--- src/rtl/conv_serial_pkg.sv ---
package conv_serial_pkg;

  typedef enum logic [1:0] {
    FR_IDLE  = 2'd0,
    FR_SHIFT = 2'd1,
    FR_DONE  = 2'd2
  } frame_st_e;

  // falling-edge number that carries the least significant bit
  function automatic int last_bit_edge(int width, logic lead);
    return width + int'(lead);
  endfunction

  // result bit presented after falling edge k of a frame
  function automatic int bit_pos(int width, logic lead, int k);
    return width + int'(lead) - k;
  endfunction

endpackage

--- src/rtl/dclk_edge_det.sv ---
module dclk_edge_det #(
  parameter int STAGES = 2
) (
  input  logic clk,
  input  logic rst_n,
  input  logic sclk_in,
  output logic edge_any,
  output logic edge_fall
);
  logic [STAGES:0] sh_q;

  // the reset value matches the idle-high level, so no edge appears when reset ends
  always_ff @(posedge clk) begin
    if (!rst_n) sh_q <= '1;
    else        sh_q <= {sh_q[STAGES-1:0], sclk_in};
  end

  assign edge_any  = sh_q[STAGES] ^ sh_q[STAGES-1];
  assign edge_fall = sh_q[STAGES] & ~sh_q[STAGES-1];
endmodule

--- src/rtl/result_bank.sv ---
module result_bank #(
  parameter int W = 16
) (
  input  logic         clk,
  input  logic         rst_n,
  input  logic         busy,
  input  logic         load_stb,
  input  logic [W-1:0] load_word,
  input  logic         hold,
  output logic [W-1:0] fresh_w,
  output logic [W-1:0] held_w
);
  logic [W-1:0] fresh_q, held_q, park_q;
  logic         park_v_q, busy_q;
  logic         busy_fall, load_park, park_apply;

  assign busy_fall  = busy_q & ~busy;
  assign load_park  = load_stb & hold;
  assign park_apply = park_v_q & ~hold & ~load_stb;

  always_ff @(posedge clk) begin
    if (!rst_n) begin
      fresh_q  <= '0;
      held_q   <= '0;
      park_q   <= '0;
      park_v_q <= 1'b0;
      busy_q   <= 1'b0;
    end else begin
      busy_q <= busy;
      if (busy_fall) held_q <= fresh_q;
      if (load_park) begin
        park_q   <= load_word;
        park_v_q <= 1'b1;
      end else if (load_stb) begin
        fresh_q  <= load_word;
        park_v_q <= 1'b0;
      end else if (park_apply) begin
        fresh_q  <= park_q;
        park_v_q <= 1'b0;
      end
    end
  end

  assign fresh_w = fresh_q;
  assign held_w  = held_q;

  // latest result frozen while a frame uses the bank
  assert_word_frozen_R9: assert property (@(posedge clk) disable iff (!rst_n)
    hold |=> $stable(fresh_q));
  // a parked load is released as soon as the frame is over
  assert_park_released_R9: assert property (@(posedge clk) disable iff (!rst_n)
    (park_v_q && !hold) |=> !park_v_q);
  // the conversion-time copy only moves on a busy fall
  assert_held_only_on_fall_R10: assert property (@(posedge clk) disable iff (!rst_n)
    !busy_fall |=> $stable(held_q));
  // a load outside a frame lands immediately
  assert_direct_load_R10: assert property (@(posedge clk) disable iff (!rst_n)
    (load_stb && !hold) |=> (fresh_q == $past(load_word)));
endmodule

--- src/rtl/serial_framer.sv ---
module serial_framer
  import conv_serial_pkg::*;
#(
  parameter int W = 16
) (
  input  logic         clk,
  input  logic         rst_n,
  input  logic         cs_n,
  input  logic         rd_cnv,
  input  logic         busy,
  input  logic         clk_edge,
  input  logic         clk_fall,
  input  logic [W-1:0] fresh_w,
  input  logic [W-1:0] held_w,
  output logic         sdo,
  output logic         sync_out,
  output logic         bank_hold
);
  localparam int CNT_W = $clog2(W + 3);
  localparam int IDX_W = $clog2(W);

  frame_st_e        st_q;
  logic [CNT_W-1:0] cnt_q;
  logic             armed_q, lead_q, sel_q, sdo_q, sync_q;

  logic             win_open, frame_start, frame_on;
  logic [CNT_W-1:0] k_nxt;
  logic [W-1:0]     src_w;
  logic [IDX_W-1:0] idx_w;
  logic             last_passed;

  assign win_open    = !cs_n && rd_cnv;
  assign frame_start = win_open && clk_fall && (st_q == FR_IDLE);
  assign frame_on    = (st_q == FR_SHIFT);
  assign bank_hold   = frame_on || frame_start;

  assign k_nxt       = cnt_q + CNT_W'(1);
  assign last_passed = int'(k_nxt) > last_bit_edge(W, lead_q);
  assign idx_w       = IDX_W'(bit_pos(W, lead_q, int'(k_nxt)));
  assign src_w       = (st_q == FR_IDLE) ? (busy ? fresh_w : held_w)
                                         : (sel_q ? fresh_w : held_w);

  always_ff @(posedge clk) begin
    if (!rst_n) begin
      st_q    <= FR_IDLE;
      cnt_q   <= '0;
      armed_q <= 1'b0;
      lead_q  <= 1'b0;
      sel_q   <= 1'b0;
      sdo_q   <= 1'b0;
      sync_q  <= 1'b0;
    end else if (!win_open) begin
      st_q   <= FR_IDLE;
      cnt_q  <= '0;
      sdo_q  <= 1'b0;
      sync_q <= 1'b0;
      if (clk_edge) armed_q <= 1'b1;
    end else if (clk_fall) begin
      unique case (st_q)
        FR_IDLE: begin
          st_q    <= FR_SHIFT;
          cnt_q   <= CNT_W'(1);
          lead_q  <= armed_q;
          armed_q <= 1'b0;
          sel_q   <= busy;
          sync_q  <= armed_q;
          sdo_q   <= armed_q ? 1'b0 : src_w[W-1];
        end
        FR_SHIFT: begin
          sync_q <= 1'b0;
          if (last_passed) begin
            st_q  <= FR_DONE;
            cnt_q <= '0;
            sdo_q <= 1'b0;
          end else begin
            cnt_q <= k_nxt;
            sdo_q <= src_w[idx_w];
          end
        end
        default: begin
          sdo_q  <= 1'b0;
          sync_q <= 1'b0;
        end
      endcase
    end
  end

  assign sdo      = sdo_q;
  assign sync_out = sync_q;

  // a closed window silences both outputs on the next clock
  assert_quiet_closed_R2: assert property (@(posedge clk) disable iff (!rst_n)
    !win_open |=> (!sdo && !sync_out));
  // the marker appears only in a frame that started armed
  assert_sync_needs_arm_R3: assert property (@(posedge clk) disable iff (!rst_n)
    sync_out |-> lead_q);
  // marker slot carries no data bit
  assert_sync_alone_R5: assert property (@(posedge clk) disable iff (!rst_n)
    sync_out |-> !sdo);
  // outputs move only after a detected falling edge or a window change
  assert_hold_between_R6: assert property (@(posedge clk) disable iff (!rst_n)
    (win_open && $past(win_open) && !$past(clk_fall)) |-> ($stable(sdo) && $stable(sync_out)));
  // a finished frame stays low and its counter is cleared
  assert_done_quiet_R7: assert property (@(posedge clk) disable iff (!rst_n)
    (st_q == FR_DONE) |-> (!sdo && !sync_out && cnt_q == '0));
  // the counter never passes the end-of-frame edge
  assert_cnt_bound_R7: assert property (@(posedge clk) disable iff (!rst_n)
    int'(cnt_q) <= W + 1);
endmodule

--- src/rtl/conv_serial_tx.sv ---
module conv_serial_tx #(
  parameter int WORD_W      = 16,
  parameter int SYNC_STAGES = 2
) (
  input  logic              clk,
  input  logic              rst_n,
  input  logic              cs_n,
  input  logic              rd_cnv,
  input  logic              sclk_in,
  input  logic              busy,
  input  logic              load_stb,
  input  logic [WORD_W-1:0] load_word,
  output logic              sdo,
  output logic              sync_out
);
  logic              dclk_edge, dclk_fall, bank_hold;
  logic [WORD_W-1:0] fresh_w, held_w;

  dclk_edge_det #(.STAGES(SYNC_STAGES)) u_edge (
    .clk       (clk),
    .rst_n     (rst_n),
    .sclk_in   (sclk_in),
    .edge_any  (dclk_edge),
    .edge_fall (dclk_fall)
  );

  result_bank #(.W(WORD_W)) u_bank (
    .clk       (clk),
    .rst_n     (rst_n),
    .busy      (busy),
    .load_stb  (load_stb),
    .load_word (load_word),
    .hold      (bank_hold),
    .fresh_w   (fresh_w),
    .held_w    (held_w)
  );

  serial_framer #(.W(WORD_W)) u_framer (
    .clk       (clk),
    .rst_n     (rst_n),
    .cs_n      (cs_n),
    .rd_cnv    (rd_cnv),
    .busy      (busy),
    .clk_edge  (dclk_edge),
    .clk_fall  (dclk_fall),
    .fresh_w   (fresh_w),
    .held_w    (held_w),
    .sdo       (sdo),
    .sync_out  (sync_out),
    .bank_hold (bank_hold)
  );
endmodule

--- config.mk ---
export PLATFORM = sky130hd
export DESIGN_NAME = conv_serial_tx
export DESIGN_NICKNAME = d
export VERILOG_FILES = /design/src/rtl/conv_serial_pkg.sv /design/src/rtl/dclk_edge_det.sv /design/src/rtl/result_bank.sv /design/src/rtl/serial_framer.sv /design/src/rtl/conv_serial_tx.sv
export SDC_FILE = /design/constraint.sdc
export NUM_CORES = 1
export LEC_CHECK = 0
export BUFFER_PORTS_ARGS = -buffer_cell sky130_fd_sc_hd__buf_2
export CORE_MARGIN = 3
export CORE_UTILIZATION = 33
export DETAILED_ROUTE_END_ITERATION = 8
export GPL_ROUTABILITY_DRIVEN = 0
export PLACE_DENSITY = 0.58
export SETUP_SLACK_MARGIN = 0.05
export SYNTH_ARGS = -nofsm -noshare
export SYNTH_HDL_FRONTEND = slang
export SYNTH_HIERARCHICAL = 1
export SYNTH_SLANG_ARGS = --single-unit
--- constraint.sdc ---
create_clock -name clk -period 6.3 [get_ports clk]
set_input_delay 0.63 -clock clk [delete_from_list [all_inputs] [get_ports clk]]
set_output_delay 0.63 -clock clk [all_outputs]
set_load 0.03 [all_outputs]
Yosys cells after proc, flatten, opt, wreduce, memory -nomap -nowiden
Index checks and enable logic that the tools add are counted.

word-level totals
  register bits after elaboration = 65
  input bits = 23
  output and inout port bits = 2
  word-level logic and storage cells = 71

cells by class
  $add $sub $neg = 3
  muxes and demuxes = 22
  $lt $le $gt $ge = 2
  eq/ne operators = 4
  bitwise operators = 11
  reduce and logical (&&, ||, !) cells = 16

operators with widths
  kind                                                                          count
  16-bit two-way mux                                                            5
  1-bit two-way mux                                                             11
  5-bit case mux with 2 select lines                                            1
  3-bit AND reduction                                                           3
  5-bit by 1-bit adder with 6-bit output, first input constant                  1
  5-bit by 6-bit greater-than comparator with 1-bit output                      1
  2-bit AND reduction                                                           3
  2-bit nonzero test                                                            3
  5-bit by 1-bit adder with 5-bit output, second input constant                 1
  1-bit bitwise AND                                                             5
  4-bit by 5-bit less-than comparator with 1-bit output, second input constant  1
  5-bit two-way mux                                                             1
  1-bit inverter                                                                5
  1-bit binary-select mux with 4-bit select                                     1
  2-bit != test, second input constant                                          2
  2-bit case mux with 2 select lines                                            1
  4-bit subtractor                                                              1
  1-bit logical AND                                                             3
  3-bit nonzero test                                                            1
  2-bit by 1-bit == test with 1-bit output, second input constant               1
  2-bit logical NOT                                                             1
  2-bit two-way mux                                                             1
  2-bit by 1-bit != test with 1-bit output, second input constant               1
  1-bit case mux with 2 select lines                                            1
  other kinds (3)                                                               3

Logic depth before layout (Yosys ltp)
  depth after elaboration = 11
  depth in mapped cells = 11
  mapped depth without buffers = 10

Modules after synthesis
The synthesis kept the hierarchy.

by module, submodules not included
  module         cells each  seq. area each (um2)  area an instance (um2)  instances
  result_bank    221         1001.0                2028.2                  1
  serial_framer  127         240.2                 1041.0                  1
  dclk_edge_det  9           60.1                  98.8                    1

Worst setup path before layout
No wires, ideal clock.

  kind = flip-flop to flip-flop
  from = register u_framer.cnt_q[0]
  to = register u_framer.sdo_q, in the netlist u_framer/sdo
  required time = 6.170 ns
  cell stages (with the launch flop) = 8
  slack = 4.123 ns
  setup time = 0.130 ns
  arrival time = 2.047 ns
  period minus slack after synthesis = 2.177 ns
  path buffers = 1
  path through = dfxtp_1 inv_1 ha_1 clkbuf_1 mux4_1 mux2_2 o2111ai_1 o211ai_1

on the way
  cells in the longest elaborated chain, start to end = 6
  elaborated cells on any way between the ends = 7
  those cells by class = 2 x add/sub; 1 x order compare; 4 x mux

RTL lines
  item                                        line                   RTL
  start: declaration                          serial_framer.sv:23    logic [CNT_W-1:0] cnt_q;
  start signal: assignment                    serial_framer.sv:76    cnt_q <= k_nxt;
  5-bit by 1-bit adder with 5-bit output (*)  serial_framer.sv:37    assign k_nxt = cnt_q + CNT_W'(1);
  4-bit subtractor                            conv_serial_pkg.sv:16  return width + int'(lead) - k;
  1-bit binary-select mux with 4-bit select   serial_framer.sv:77    sdo_q <= src_w[idx_w];
  1-bit two-way mux (implied by the code)     serial_framer.sv:77
  1-bit two-way mux (*)                       serial_framer.sv:71    if (last_passed) begin
  1-bit case mux with 2 select lines (*)      serial_framer.sv:59    unique case (st_q)
  end signal: assignment                      serial_framer.sv:67    sdo_q <= armed_q ? 1'b0 : src_w[W-1];
  end signal: assignment                      serial_framer.sv:77
  end: declaration                            serial_framer.sv:24    logic armed_q, lead_q, sel_q, sdo_q, sync_q;

Every way passes the cells marked *; elsewhere a longest branch is shown, timed or not. The select of a mux whose other input is x is not followed.
A chain may end at the register's enable or synchronous reset.

Worst setup path after layout
  from = register u_edge.sh_q[1]
  to = register u_bank.park_q[12]

on the way
  cells in the longest elaborated chain, start to end = 6

RTL lines
  item                            line                  RTL
  start: declaration              dclk_edge_det.sv:10   logic [STAGES:0] sh_q;
  start signal: assignment        dclk_edge_det.sv:15   else sh_q <= {sh_q[STAGES-1:0], sclk_in};
  1-bit inverter                  dclk_edge_det.sv:19   assign edge_fall = sh_q[STAGES] & ~sh_q[STAGES-1];
  1-bit bitwise AND               dclk_edge_det.sv:19
  named net dclk_fall             conv_serial_tx.sv:16  logic dclk_edge, dclk_fall, bank_hold;
  1-bit logical AND (2 in a row)  serial_framer.sv:33   assign frame_start = win_open && clk_fall && (st_q == FR_IDLE);
  1-bit logical OR                serial_framer.sv:35   assign bank_hold = frame_on || frame_start;
  named net bank_hold             conv_serial_tx.sv:16
  1-bit bitwise AND               result_bank.sv:18     assign load_park = load_stb & hold;
  end signal: assignment          result_bank.sv:32     park_q <= load_word;
  end: declaration                result_bank.sv:13     logic [W-1:0] fresh_q, held_q, park_q;

The timed path passes the listed nets, and every way through them passes these cells.

==> run summary <==
OUTCOME
------------------------------------------------------------------------------------
Status ................................................................ complete, no violations

DIE
------------------------------------------------------------------------------------
Starting density of the core ..........................................        34.1%
Die boundary width ....................................................       104 um
Standard cell core area ...............................................     9280 um2
Vert. Die Dim .........................................................       104 um
Die Outline Area ......................................................    10800 um2
Number of placement rows ..............................................           35
I/O Pins ..............................................................           25

TIMING
------------------------------------------------------------------------------------
Number of hold-slack violations in the final timing report ............            0
Pin slew with the least headroom to its limit .........................      1.12 ns
Final number of setup-violating endpoints .............................            0
Achievable clock frequency ............................................      363 MHz
Worst setup margin ....................................................      3.54 ns
Max_slew headroom .....................................................        24.8%
Number of pins exceeding their max-slew limit in the final report .....            0
Total negative slack for setup checks .................................         0 ns
Minimum clock period ..................................................      2.76 ns
Unrepaired setup endpoints after global routing .......................           no
Maximum clock skew at final layout ....................................    0.0101 ns
Period Utilization, post-route ........................................        43.8%

LOGIC SYNTHESIS
------------------------------------------------------------------------------------
Leading area contributor after synthesis ..............................      dfxtp_1
Register bit total from synthesis .....................................           65
Post-Synthesis Cell Area ..............................................     3170 um2
Synth area leaders .................................................... dfxtp_1 (41%), nand2_1 (9.4%), a21boi_0 (7.6%), mux2i_1 (6.3%), o211ai_1 (4.3%)
Mapped Nets ...........................................................          385
Post-synthesis sequential area ratio ..................................        41.1%
Per-instance average area after synthesis .............................     8.87 um2
Async SR Flop Fraction ................................................           0%
Area share of the leading cell type in the synthesized netlist ........        41.1%
Gate Count Post-Synth .................................................          357
Most common cell in the netlist .......................................      nand2_1
Number of synthesized flops with an enable pin ........................            0
Distinct cells, synth .................................................           49
Yosys warns ...........................................................            6
Top FF cell, synth ....................................................      dfxtp_1
Cell types with the highest counts after synthesis .................... nand2_1 (79), dfxtp_1 (65), a21boi_0 (32)

GLOBAL ROUTE
------------------------------------------------------------------------------------
Maximum number of pins on one net before global-route repair ..........           59
Number of global-route vias before repair .............................         2345
Wire length of the first global-routing pass ..........................     11100 um
Residual overflow from global routing .................................            0
Antenna violations before repair ......................................            0
Combined global-route utilization of all metal layers .................        12.5%

CLOCK TREE
------------------------------------------------------------------------------------
Number of buffers inserted to repair setup after CTS ..................            0
Number of buffers inserted for hold repair after clock tree synthesis .            0
Root Buffer Master ....................................................     clkbuf_8
Clock insertion delay at the later pin of the skew report .............      0.34 ns
Count of clock tree sinks .............................................           65
CTS HTree Levels ......................................................            3
Clk buf depth .........................................................            2
Cts repair resizes ....................................................            0
Clock tree from TritonCTS .............................................          yes
CTS buffer count ......................................................            9
CTS clock-pin slew for the worst setup and hold paths .................      0.08 ns

WORST SETUP PATH
------------------------------------------------------------------------------------
Crit Path Class .......................................................   reg -> reg
Crit path launch type .................................................    flip-flop
Data arrival time at the worst-slack endpoint .........................      3.03 ns
Highest net fanout along the worst path ...............................           20
Type of destination of the critical path ..............................    flip-flop
Required time at the worst-slack endpoint .............................      6.57 ns

ROUTING
------------------------------------------------------------------------------------
Detailed-route vias per instance ......................................         4.81
DRT Pass-1 Iters ......................................................            4
Per-cell routed wire length ...........................................      12.8 um
Total Routed Length ...................................................      6430 um
Total number of vias ..................................................         2419
Remaining antenna violation count .....................................            0
Initial DRC Count .....................................................           94
Remaining routing DRC violations ......................................            0

MIN PATH
------------------------------------------------------------------------------------
Class of the tightest hold or removal check ...........................   reg -> reg

FLOW RUN
------------------------------------------------------------------------------------
Count of maximum capacitance violations ...............................            0

LAYOUT
------------------------------------------------------------------------------------
Count of antenna diodes in the layout .................................            0
Fraction of final layout cells sized beyond drive strength 1 ..........        16.3%
Area grow syn2layout ..................................................        10.5%
Total number of nets in the final design ..............................          398

PWR
------------------------------------------------------------------------------------
Total power per unit cell area ........................................   223 nW/um2
Leak Pwr ..............................................................      1.31 nW
Maximum vdd ir drop ...................................................   0.000113 V

PLACEMENT
------------------------------------------------------------------------------------
DPL Wire Length .......................................................      4340 um
IO Port Bufs ..........................................................           24
Minimum setup slack after placement ...................................      3.54 ns

state kept, by name (all words and copies together), names as in the netlist, 2 cells and up:
signal,cells
u_bank/held_w,16
u_bank/park_q,16
u_bank/fresh_w,16
u_edge/sh_q,3
u_framer/st_q,2
u_framer/cnt_q,5
metal layers:
| metal | vias up | GRT usage, % | part of all wire [%] |
|---|---|---|---|
| met1 | 1108 | 16.4 | 52 |
| met5 | - | 0 | 0 |
| li1 | 1270 | - | - |
| met2 | 41 | 19.1 | 44 |
| met4 | 0 | 2.94 | 0 |
| met3 | 0 | 5.09 | 3.9 |
path summary, 6_finish.rpt:
check	from	to	slack (ns)	depth (start not counted)
setup reg to reg	u_edge/sh_q[1]	u_bank/park_q[12]	3.54	8
setup / recovery	u_edge/sh_q[1]	u_bank/park_q[12]	3.54	8
hold / removal	u_edge/sh_q[0]	u_edge/sh_q[1]	0.41	1
hold reg to reg	u_edge/sh_q[0]	u_edge/sh_q[1]	0.41	1
cell type report:
cell class	instances	area (um2)
clock buffer	10	128
clock inverter	5	33.8
fill	982	5780
inverter	8	30.0
multi-input combinational	261	1720
sequential	65	1300
tap	129	161
timing repair buffer	25	128
per-stage QoR:
step	utilization (%)	std cells	area (um2)	hold slack (ns)	power (mW)
after floorplan	-	357	3170	0.386	0.478
after global placement	36.0	488	3340	0.396	0.495
after detailed placement	36.0	488	3340	0.396	0.495
after CTS	37.7	503	3500	0.412	0.798
after global routing	37.7	503	3500	0.434	0.827
final	37.7	503	3500	0.408	0.781
worst max-delay path, stage by stage, from the launching register on:
cell,delay (ns)
dfxtp_1,0.31
inv_1,0.05
ha_1,0.26
nand2b_1,0.22
or3_1,0.47
nand2_1,0.51
and2_1,0.60
nand2_1,0.11
a21boi_0,0.16
report_power, final:
group | total (mW) | internal, mW | switching [mW]
combinational | 0.0599 | 0.0254 | 0.0345
clock | 0.295 | 0.140 | 0.156
sequential | 0.426 | 0.420 | 0.00618
cells by family after synthesis:
| group | Yosys count | synth area share (%) |
|---|---|---|
| AOI/OAI and AO/OA | 92 | 21.4 |
| xor gates and xnor gates | 5 | 1.38 |
| adders and majority gates | 5 | 1.97 |
| buffers and inverters | 31 | 4.66 |
| DFF | 65 | 41.1 |
| muxes | 31 | 11.3 |
| and+or+nand+nor | 128 | 18.3 |
placed cells by master (no fill, tap or decap), types with 3 or more instances in the layout:
cell	instances
clkbuf_8	9
nand2_1	79
inv_1	8
mux2_2	7
nor2b_1	5
nand3_1	6
o21ai_2	10
mux2i_1	20
o211ai_1	18
nor3_1	6
ha_1	5
xor2_1	3
buf_2	24
dfxtp_1	65
o21ai_0	9
nand2b_1	8
nor2_1	12
and2_1	3
a21oi_1	7
a21boi_0	32
Note: power is estimated with default switching activity, not from simulation.
